$ cat src/rtl/fq_pkg.sv
package fq_pkg;
  typedef enum logic [1:0] {
    QS_IDLE  = 2'b00,
    QS_FLUSH = 2'b01,
    QS_FIRST = 2'b10,
    QS_NEXT  = 2'b11
  } qstat_e;

  // bytes a word fetch contributes, given bit 0 of the prefetch address
  function automatic int bytes_in_word(logic odd);
    return odd ? 1 : 2;
  endfunction

  // advance a ring index by step, wrapping at depth
  function automatic int ring_step(int p, int s, int depth);
    int n;
    n = p + s;
    if (n >= depth) n = n - depth;
    return n;
  endfunction
endpackage

$ cat src/rtl/fq_store.sv
module fq_store #(
  parameter int DEPTH = 6,
  localparam int PW = $clog2(DEPTH),
  localparam int CW = $clog2(DEPTH + 1)
) (
  input  logic          clk,
  input  logic          rst_n,
  input  logic          clr,
  input  logic [1:0]    push_n,
  input  logic [7:0]    push_lo,
  input  logic [7:0]    push_hi,
  input  logic          pop,
  output logic [7:0]    head,
  output logic [CW-1:0] level
);
  import fq_pkg::*;

  logic [7:0]    mem [DEPTH];
  logic [PW-1:0] wr_q, rd_q;
  logic [CW-1:0] level_q;
  logic [PW-1:0] wr_plus1_w, wr_next_w, rd_next_w;

  assign wr_plus1_w = PW'(ring_step(int'(wr_q), 1, DEPTH));
  assign wr_next_w  = PW'(ring_step(int'(wr_q), int'(push_n), DEPTH));
  assign rd_next_w  = PW'(ring_step(int'(rd_q), 1, DEPTH));

  always_ff @(posedge clk) begin
    if (!clr && push_n != 2'd0) mem[wr_q] <= push_lo;
    if (!clr && push_n == 2'd2) mem[wr_plus1_w] <= push_hi;
  end

  always_ff @(posedge clk or negedge rst_n) begin
    if (!rst_n) begin
      wr_q <= '0; rd_q <= '0; level_q <= '0;
    end else if (clr) begin
      wr_q <= '0; rd_q <= '0; level_q <= '0;
    end else begin
      wr_q    <= wr_next_w;
      if (pop) rd_q <= rd_next_w;
      level_q <= CW'(int'(level_q) + int'(push_n) - int'(pop));
    end
  end

  assign head  = mem[rd_q];
  assign level = level_q;

  p_no_overflow_r6: assert property (@(posedge clk) disable iff (!rst_n)
    int'(level_q) <= DEPTH);
  p_push_fits_r2: assert property (@(posedge clk) disable iff (!rst_n)
    (push_n != 2'd0 && !clr) |-> int'(push_n) <= DEPTH - int'(level_q));
  p_pop_nonempty_r5: assert property (@(posedge clk) disable iff (!rst_n)
    pop |-> level_q != '0);
endmodule

$ cat src/rtl/fq_fetch_ctl.sv
module fq_fetch_ctl #(
  parameter int AW = 20,
  parameter int DEPTH = 6,
  parameter logic [AW-1:0] RESET_ADDR = '0,
  localparam int CW = $clog2(DEPTH + 1)
) (
  input  logic          clk,
  input  logic          rst_n,
  input  logic          bus_idle,
  input  logic          flush,
  input  logic [AW-1:0] flush_addr,
  input  logic [CW-1:0] level,
  input  logic          fetch_gnt,
  input  logic          rsp_valid,
  input  logic [15:0]   rsp_data,
  output logic          fetch_req,
  output logic [AW-1:0] fetch_addr,
  output logic [1:0]    push_n,
  output logic [7:0]    push_lo,
  output logic [7:0]    push_hi,
  output logic          discard
);
  import fq_pkg::*;

  logic [AW-1:0] pf_q;
  logic          inflight_q, discard_q;
  logic          odd_w, room_ok_w, accept_w;
  int            need_w, free_w;

  assign odd_w     = pf_q[0];
  assign need_w    = bytes_in_word(odd_w);
  assign free_w    = DEPTH - int'(level);
  assign room_ok_w = free_w >= need_w;
  assign fetch_req = bus_idle && !inflight_q && !flush && room_ok_w;
  assign fetch_addr = {pf_q[AW-1:1], 1'b0};
  assign accept_w  = rsp_valid && inflight_q && !discard_q && !flush;

  assign push_n  = accept_w ? 2'(need_w) : 2'd0;
  assign push_lo = odd_w ? rsp_data[15:8] : rsp_data[7:0];
  assign push_hi = rsp_data[15:8];
  assign discard = discard_q;

  always_ff @(posedge clk or negedge rst_n) begin
    if (!rst_n) begin
      pf_q <= RESET_ADDR; inflight_q <= 1'b0; discard_q <= 1'b0;
    end else begin
      if (flush)         pf_q <= flush_addr;
      else if (accept_w) pf_q <= pf_q + AW'(need_w);
      if (fetch_req && fetch_gnt) inflight_q <= 1'b1;
      else if (rsp_valid)         inflight_q <= 1'b0;
      if (rsp_valid)                discard_q <= 1'b0;
      else if (flush && inflight_q) discard_q <= 1'b1;
    end
  end

  p_reload_r7: assert property (@(posedge clk) disable iff (!rst_n)
    flush |=> fetch_addr[AW-1:1] == $past(flush_addr[AW-1:1]));
  p_stale_not_pushed_r8: assert property (@(posedge clk) disable iff (!rst_n)
    (discard_q && rsp_valid) |-> push_n == 2'd0);
endmodule

$ cat src/rtl/fq_status.sv
module fq_status (
  input  logic       flush,
  input  logic       pop,
  input  logic       first,
  output logic [1:0] code
);
  import fq_pkg::*;
  qstat_e st;
  always_comb begin
    if (flush)      st = QS_FLUSH;
    else if (!pop)  st = QS_IDLE;
    else if (first) st = QS_FIRST;
    else            st = QS_NEXT;
  end
  assign code = st;
endmodule

$ cat src/rtl/fetch_queue.sv
module fetch_queue #(
  parameter int AW = 20,
  parameter int DEPTH = 6,
  parameter logic [AW-1:0] RESET_ADDR = '0
) (
  input  logic          clk,
  input  logic          rst_n,
  input  logic          bus_idle,
  output logic          fetch_req,
  output logic [AW-1:0] fetch_addr,
  input  logic          fetch_gnt,
  input  logic          rsp_valid,
  input  logic [15:0]   rsp_data,
  input  logic          jump_valid,
  input  logic [AW-1:0] jump_addr,
  input  logic          dec_rd,
  input  logic          dec_first,
  output logic          dec_valid,
  output logic [7:0]    dec_byte,
  output logic [1:0]    q_status
);
  localparam int CW = $clog2(DEPTH + 1);

  logic [CW-1:0] level_w;
  logic [1:0]    push_n_w;
  logic [7:0]    push_lo_w, push_hi_w;
  logic          pop_w, discard_w;

  assign dec_valid = level_w != '0;
  assign pop_w     = dec_rd && dec_valid && !jump_valid;

  fq_fetch_ctl #(.AW(AW), .DEPTH(DEPTH), .RESET_ADDR(RESET_ADDR)) u_ctl (
    .clk(clk), .rst_n(rst_n), .bus_idle(bus_idle),
    .flush(jump_valid), .flush_addr(jump_addr), .level(level_w),
    .fetch_gnt(fetch_gnt), .rsp_valid(rsp_valid), .rsp_data(rsp_data),
    .fetch_req(fetch_req), .fetch_addr(fetch_addr),
    .push_n(push_n_w), .push_lo(push_lo_w), .push_hi(push_hi_w),
    .discard(discard_w)
  );

  fq_store #(.DEPTH(DEPTH)) u_store (
    .clk(clk), .rst_n(rst_n), .clr(jump_valid),
    .push_n(push_n_w), .push_lo(push_lo_w), .push_hi(push_hi_w),
    .pop(pop_w), .head(dec_byte), .level(level_w)
  );

  fq_status u_stat (
    .flush(jump_valid), .pop(pop_w), .first(dec_first), .code(q_status)
  );

  p_flush_empties_r7: assert property (@(posedge clk) disable iff (!rst_n)
    jump_valid |=> !dec_valid);
  p_stale_dropped_r8: assert property (@(posedge clk) disable iff (!rst_n)
    (discard_w && rsp_valid) |=> !dec_valid);
  p_full_no_req_r6: assert property (@(posedge clk) disable iff (!rst_n)
    (int'(level_w) == DEPTH) |-> !fetch_req);
endmodule

$ cat config.mk
export PLATFORM = sky130hd
export DESIGN_NAME = fetch_queue
export DESIGN_NICKNAME = d
export VERILOG_FILES = /design/src/rtl/fq_pkg.sv /design/src/rtl/fq_store.sv /design/src/rtl/fq_fetch_ctl.sv /design/src/rtl/fq_status.sv /design/src/rtl/fetch_queue.sv
export SDC_FILE = /design/constraint.sdc
export NUM_CORES = 1
export LEC_CHECK = 0
export BUFFER_PORTS_ARGS = -buffer_cell sky130_fd_sc_hd__buf_2
export CORE_MARGIN = 1
export CORE_UTILIZATION = 35
export CTS_CLUSTER_DIAMETER = 60
export DETAILED_ROUTE_END_ITERATION = 16
export GPL_TIMING_DRIVEN = 0
export SYNTH_ARGS = -nofsm -noshare
export SYNTH_HDL_FRONTEND = slang
export SYNTH_SLANG_ARGS = --single-unit
$ cat constraint.sdc
create_clock -name clk -period 2.7 [get_ports clk]
set_input_delay 0.27 -clock clk [delete_from_list [all_inputs] [get_ports clk]]
set_output_delay 0.27 -clock clk [all_outputs]
set_load 0.005 [all_outputs]
==> results_dict.tcl, run 1 <==
set metrics [dict create \
    critical-path-slowest-cell "or4bb_1" \
    synthFlopType "edfxtp_1" \
    slew_violations 0 \
    synth_edf_count 48 \
    syn2layout_area_growth_pct 21.3 \
    crit_required_ps 2790 \
    crit_type "flop to flop" \
    via_count 3599 \
    wirelength_mm 11.5 \
    start_util 0.365 \
    multi_input_area_um2 2380 \
    hold_viol_final 3 \
    whs_ps -0.545 \
    cpPeakStageDelay_ps 520 \
    ios 76 \
    synth.most_common_cell "edfxtp_1" \
    cts.htree.levels 3 \
    fmax_ghz 0.393 \
    syn-num-nets 471 \
    cts-root-buf "clkbuf_16" \
    dpl.hpwl_mm 8.09 \
    final_nets 560 \
    dieArea_um2 13900 \
    min_path_type "input port to asynchronous set/reset pin" \
    startpoint "u_store.wr_q[1]$_DFF_PN0_" \
    syn_area_um2 4690 \
    synth_top_family_by_area "multiplexers" \
    path_max_fanout 8 \
    yosysSeqAreaShare 0.473 \
    wl_per_cell_um 17.1 \
    chipHeight_um 118 \
    postRouteAntennaNets 0 \
    drcViolationCount 0 \
    synth_mux_area_frac 0.178 \
    drt_iter0_drc 213 \
    finalCriticalPeriod_ps 2550 \
    placement.io_buffers 74 \
    synth_area_leaders "edfxtp_1, dfrtp_1, mux2_2" \
    synthTopCellsByCount "edfxtp_1, mux2_2, nor2_1" \
    gp_congestion 0.818 \
    first_global_vias 3695 \
    grt_pass1_wl_mm 19.1 \
    synthXorXnorAreaFrac 0.0299 \
    synth_compound_area_frac 0.0966 \
    ff2ff_setup_slack_ps 150 \
    rsz0062_at_grt "no" \
    postSynthRegisterBits 79 \
    drt_first_pass_iters 6 \
    setup_viol 0 \
    track_usage 0.176 \
    synth_top_cell_by_area "edfxtp_1" \
    dp.cells 655 \
    worst_pin_slew_ps 754 \
    final_cells 675 \
    grt-ovfl-total 0 \
    ctsHoldBuffers 0 \
    antenna_found_initial 0 \
    cp.arrival_ps 2640 \
    postSynthAreaPerCell_um2 11.5 \
    design_area_um2 5690 \
    period_share 0.943 \
    clock_sinks 79 \
    violations "negative hold slack" \
    cts_tree "yes" \
    grt_max_degree 32 \
    ir_worst_vdd_mv 0.295 \
    final-seq-area_um2 2220 \
    synth-simple-area-share 0.137 \
    synthAdderAreaFrac 0.0513 \
    cts_buffers 9 \
    async_flop_share 0.392 \
    place_area_um2 5270 \
    antenna_cells 0 \
    max_slew_margin 0.498 \
    crit_chain "inv_2, ha_1, or4bb_1, o211ai_2, a21oi_2, mux2_1" \
    worstSkewPairLatency_ps 340 \
    r2r_cells 6 \
    filler_cell_count 1239 \
    clkTransAtPathRegs_ps 70 \
    critPathLaunchType "flop" \
    die_x_um 118 \
    r2r_end "u_store.mem[4][0]$_DFFE_PP_" \
    design.core.area_um2 12800 \
    avgViaCountPerCell 5.33 \
    power_mw 3.52 \
    synth_warnings 0 \
    rr_startpoint "u_store.wr_q[1]$_DFF_PN0_" \
    row_count 41 \
    maxCapViolCount 0 \
    cts_buffer_depth 2 \
    drive_gt1_frac 0.364 \
    netlist_instances 409 \
    end_kind "flop" \
    status "complete, but fails checks" \
    p_per_area_nw_per_um2 620 \
    synth.top_cell.area_share 0.308 \
    synth.distinct_cells 61 \
    fin_worst_skew_ps 9.73 \
    leakagePower_nw 2.20 \
]
==> through the flow <==
stage               TNS [ps]   util  hold slack (ps)  setup slack (ps)
floorplan                  0      -            -25.6               127
global placement      -18140  0.411              371              -405
detailed placement    -26780  0.411              375              -537
CTS                        0  0.439             10.8              49.1
global route               0  0.443             54.2              27.1
finish                     0  0.443           -0.545               154
==> report_power, final <==
| part | total [mW] | switching [mW] | leakage, nW | internal (mW) |
|---|---|---|---|---|
| Combinational | 0.847 | 0.437 | 1.24 | 0.410 |
| Clock | 1.25 | 0.519 | 0.147 | 0.726 |
| Sequential | 1.43 | 0.0738 | 0.817 | 1.36 |
==> flip-flops by register name, summed over array words and instances, names as in the netlist <==
register,flops
u_ctl.discard,1
u_ctl.inflight_q,1
u_ctl.pf_q,20
u_store.level,3
u_store.mem,48
u_store.rd_q,3
u_store.wr_q,3
==> cell type report <==
type / count / share of cell area
Multi-Input combinational cell: 295 / 0.419
Sequential cell: 79 / 0.390
Timing Repair Buffer: 78 / 0.0704
Clock buffer: 9 / 0.0396
Tap cell: 172 / 0.0378
Buffer: 18 / 0.0174
Clock inverter: 7 / 0.0136
Inverter: 17 / 0.0119
==> layout by cell type, fill, tap and decap left out, types with 3 or more instances in the layout <==
cell       count
a21oi_1       17
a21oi_2        5
a31oi_1        9
and3_1         4
buf_2         77
buf_4          5
clkbuf_1       8
clkbuf_16      9
dfrtp_1       30
edfxtp_1      48
ha_1          16
inv_1         14
inv_6          3
mux2_1         6
mux2_2        43
mux2i_1       10
mux4_2         8
nand2_1       26
nand2b_1       4
nand3_1       13
nand4_1        5
nor2_1        35
nor2_4         3
nor3_1         5
nor4_1         4
o21ai_0       14
o31ai_1        6
or3_1          4
or4_1          4
xnor2_1       10
xor2_1         6
==> routing by layer <==
layer	GRT usage	vias up	share of wire
met3	0.0262	13	0.034
met5	0	-	0
li1	-	1725	-
met1	0.228	1787	0.43
met2	0.297	74	0.52
met4	0.0617	0	0.013
==> worst max-delay path: cells and delay by family (launching register included) <==
family | cells | cell delay [ps]
adders and majority gates | 1 | 400
DFF | 1 | 410
buffers and inverters | 1 | 90
AOI/OAI and AO/OA | 2 | 510
and+or+nand+nor | 1 | 520
muxes | 1 | 370
==> kinds of logic after synthesis <==
family,count (synthesis)
adders and majority gates,18
other,1
AOI/OAI and AO/OA,69
DFF,79
buffers and inverters,35
and+or+nand+nor,124
xor gates and xnor gates,16
muxes,67
==> worst max path at each step <==
stage / slack (ps) / end / depth (start not counted)
floorplan: 130 / u_store.mem[4][0]$_DFFE_PP_ / 6
global placement: -400 / u_store.mem[4][4]$_DFFE_PP_ / 6
detailed placement: -540 / u_store.mem[4][0]$_DFFE_PP_ / 6
CTS: 50 / u_store.mem[0][1]$_DFFE_PP_ / 7
global route: 30 / u_store.mem[4][0]$_DFFE_PP_ / 6
finish: 150 / u_store.mem[4][0]$_DFFE_PP_ / 6
==> what timing repair did <==
item,in CTS,in global routing
pin swaps,0,1
gates resized for setup,14,6
setup endpoints to repair,88,94
setup buffers,0,4
(Power assumes the default switching activity.)
==> run 2, diff against run 1 <==
--- a/config.mk
+++ b/config.mk
@@ -6,11 +6,11 @@
 export NUM_CORES = 1
 export LEC_CHECK = 0
 export BUFFER_PORTS_ARGS = -buffer_cell sky130_fd_sc_hd__buf_2
-export CORE_MARGIN = 1
 export CORE_UTILIZATION = 35
 export CTS_CLUSTER_DIAMETER = 60
 export DETAILED_ROUTE_END_ITERATION = 16
 export GPL_TIMING_DRIVEN = 0
 export SYNTH_ARGS = -nofsm -noshare
 export SYNTH_HDL_FRONTEND = slang
+export SYNTH_HIERARCHICAL = 1
 export SYNTH_SLANG_ARGS = --single-unit
==> run 2 against run 1 <==
  * The flow still finishes with violations (negative hold slack)
  * Utilization increased by 0.54 points
  * Synthesized cell count increased by 1.2%
  * Die area increased by 2.2%
  * Largest power group unchanged
  * Clock skew decreased by 2.4 ps
  * Critical path depth increased by 2
  * Cell count increased by 3.3%
  * Critical path type unchanged
==> results_dict.tcl, run 2 <==
set metrics [dict create \
    status "complete, but fails checks" \
    violations "negative hold slack" \
    max_slew_margin 0.514 \
    ff2ff_setup_slack_ps 60 \
    synthFlopType "edfxtp_1" \
    final-seq-area_um2 2220 \
    period_share 0.979 \
    ctsHoldBuffers 0 \
    synth.distinct_cells 56 \
    placement.io_buffers 74 \
    cp.arrival_ps 2720 \
    drt_iter0_drc 151 \
    design.core.area_um2 13300 \
    fin_tns_setup_ps 0 \
    crit_type "flop to flop" \
    filler_cell_count 1231 \
    drcViolationCount 0 \
    dieArea_um2 14200 \
    start_util 0.360 \
    largest_registers "u_store/mem (48), u_ctl/pf_q (20)" \
    synth-simple-area-share 0.143 \
    whs_ps -13.1 \
    clkTransAtPathRegs_ps 60 \
    setup_viol 0 \
    cts-root-buf "clkbuf_16" \
    synthTopCellsByCount "edfxtp_1, mux2_2, dfrtp_1, nand2_1, o21ai_0" \
    final_common_cell "buf_2" \
    final_cell_mix "buf_2, edfxtp_1, mux2_2" \
    fin_worst_skew_ps 7.37 \
    postSynthAreaPerCell_um2 11.6 \
    synth.top_cell.area_share 0.301 \
    rr_startpoint "u_ctl/discard$_DFFE_PN0P_" \
    end_kind "flop" \
    clock_sinks 79 \
    die_x_um 119 \
    leakagePower_nw 2.34 \
    cts_tree "yes" \
    drt_first_pass_iters 4 \
    post-route-util 0.449 \
    cts_buffer_depth 2 \
    antenna_found_initial 0 \
    crit_required_ps 2780 \
    worst_pin_slew_ps 729 \
    synth_compound_area_frac 0.0844 \
    largest_reg_flops 48 \
    cts.htree.levels 3 \
    yosysSeqAreaShare 0.463 \
    postRouteAntennaNets 0 \
    postSynthRegisterBits 79 \
    first_global_vias 3562 \
    synth_top_cell_by_area "edfxtp_1" \
    final_cells 697 \
    synth_warnings 6 \
    grt_pass1_wl_mm 19.1 \
    track_usage 0.173 \
    synth_area_leaders "edfxtp_1, dfrtp_1, mux2_2" \
    min_path_type "input port to asynchronous set/reset pin" \
    startpoint "u_ctl/discard$_DFFE_PN0P_" \
    dp.cells 664 \
    p_per_area_nw_per_um2 547 \
    cp-endpoint "u_store/mem[0][2]$_DFFE_PP_" \
    antenna_cells 0 \
    slew_violations 0 \
    row_count 42 \
    syn-num-nets 474 \
    ir_worst_vdd_mv 0.288 \
    hold_viol_final 26 \
    drive_gt1_frac 0.384 \
    maxCapViolCount 0 \
    via_count 3540 \
    path_max_fanout 7 \
    synthAdderAreaFrac 0.0449 \
    chipHeight_um 119 \
    critPathLaunchType "flop" \
    wirelength_mm 11.6 \
    synth_edf_count 48 \
    synthXorXnorAreaFrac 0.0274 \
    fmax_ghz 0.378 \
    multi_input_area_um2 2420 \
    synth.most_common_cell "edfxtp_1" \
    async_flop_share 0.392 \
    r2r_cells 8 \
    cts_buffers 9 \
    netlist_instances 414 \
    synth_top_family_by_area "multiplexers" \
    dpl.hpwl_mm 7.80 \
    finalCriticalPeriod_ps 2640 \
    r2r_end "u_store/mem[0][2]$_DFFE_PP_" \
    avgViaCountPerCell 5.08 \
    top_register "u_store/mem" \
    syn2layout_area_growth_pct 24.5 \
    wl_per_cell_um 16.6 \
    ios 76 \
    rsz0062_at_grt "yes" \
    synth_mux_area_frac 0.188 \
    gp_congestion 0.780 \
    power_mw 3.27 \
    worstSkewPairLatency_ps 340 \
    syn_area_um2 4790 \
    grt_max_degree 32 \
    grt-ovfl-total 0 \
    final_nets 576 \
]
-- run 2: cell count changes in the layout (fill, tap and decap cells not counted), moves of 8 or more --
cell     previous run  this run
mux2_1              6        15
nor2_1             35        23
buf_4               5        22
o21ai_0            14        23
a21oi_1            17         9
-- run 2: layout make-up --
| class | instances | area share |
|---|---|---|
| clock buffer | 10 | 0.0384 |
| buffer | 26 | 0.0302 |
| sequential | 79 | 0.372 |
| tap | 176 | 0.0369 |
| clock inverter | 6 | 0.0113 |
| timing repair buffer | 91 | 0.0918 |
| multi-input combinational | 287 | 0.406 |
| inverter | 22 | 0.0138 |
-- run 2: power breakdown --
part	leakage, nW	total, mW	internal [mW]	switching [mW]
clock network	0.139	1.23	0.722	0.509
registers	0.817	1.41	1.35	0.0657
logic	1.38	0.622	0.317	0.305
-- run 2: worst min-delay path by stage --
| stage | cells after the start | to | slack, ps |
|---|---|---|---|
| floorplan | 0 | u_ctl/discard$_DFFE_PN0P_ | -30 |
| global placement | 1 | u_ctl/pf_q[6]$_DFFE_PN0P_ | 360 |
| detailed placement | 1 | u_ctl/pf_q[6]$_DFFE_PN0P_ | 380 |
| CTS | 1 | u_ctl/pf_q[6]$_DFFE_PN0P_ | 10 |
| global route | 1 | u_ctl/pf_q[6]$_DFFE_PN0P_ | 50 |
| finish | 1 | u_ctl/pf_q[6]$_DFFE_PN0P_ | -10 |
-- run 2: kinds of logic after synthesis --
family | count (synthesis)
xor gates and xnor gates | 15
other | 1
AOI/OAI and AO/OA | 65
DFF | 79
muxes | 73
buffers and inverters | 48
adders and majority gates | 16
and+or+nand+nor | 117
-- run 2: worst max-delay path: stages (launching register included) --
cell and delay, ps:
dfrtp_1 390, nand3b_1 230, buf_8 170, nor3_4 150, inv_2 80, or4_4 590
nor3_4 290, buf_12 170, mux2_1 320
-- run 2: layer usage --
| metal | routed length (um) | vias to the layer above | track usage |
|---|---|---|---|
| met4 | 100 | 0 | 0.0403 |
| met1 | 5550 | 1745 | 0.233 |
| met3 | 243 | 9 | 0.0292 |
| met2 | 5700 | 49 | 0.289 |
| met5 | 0 | - | 0 |
| li1 | - | 1737 | - |
-- run 2: timing repair --
item,in CTS,in global routing
setup buffers,12,5
resized for setup,17,11
pin swaps,8,3
setup endpoints to repair,107,72
-- run 2: per-stage QoR --
step	setup WS, ps	area (um2)
after global routing	-65.8	5970
after detailed placement	-1100	5390
final	57.8	5970
after floorplan	-2.64	4800
after global placement	-1060	5390
after CTS	1.38	5900
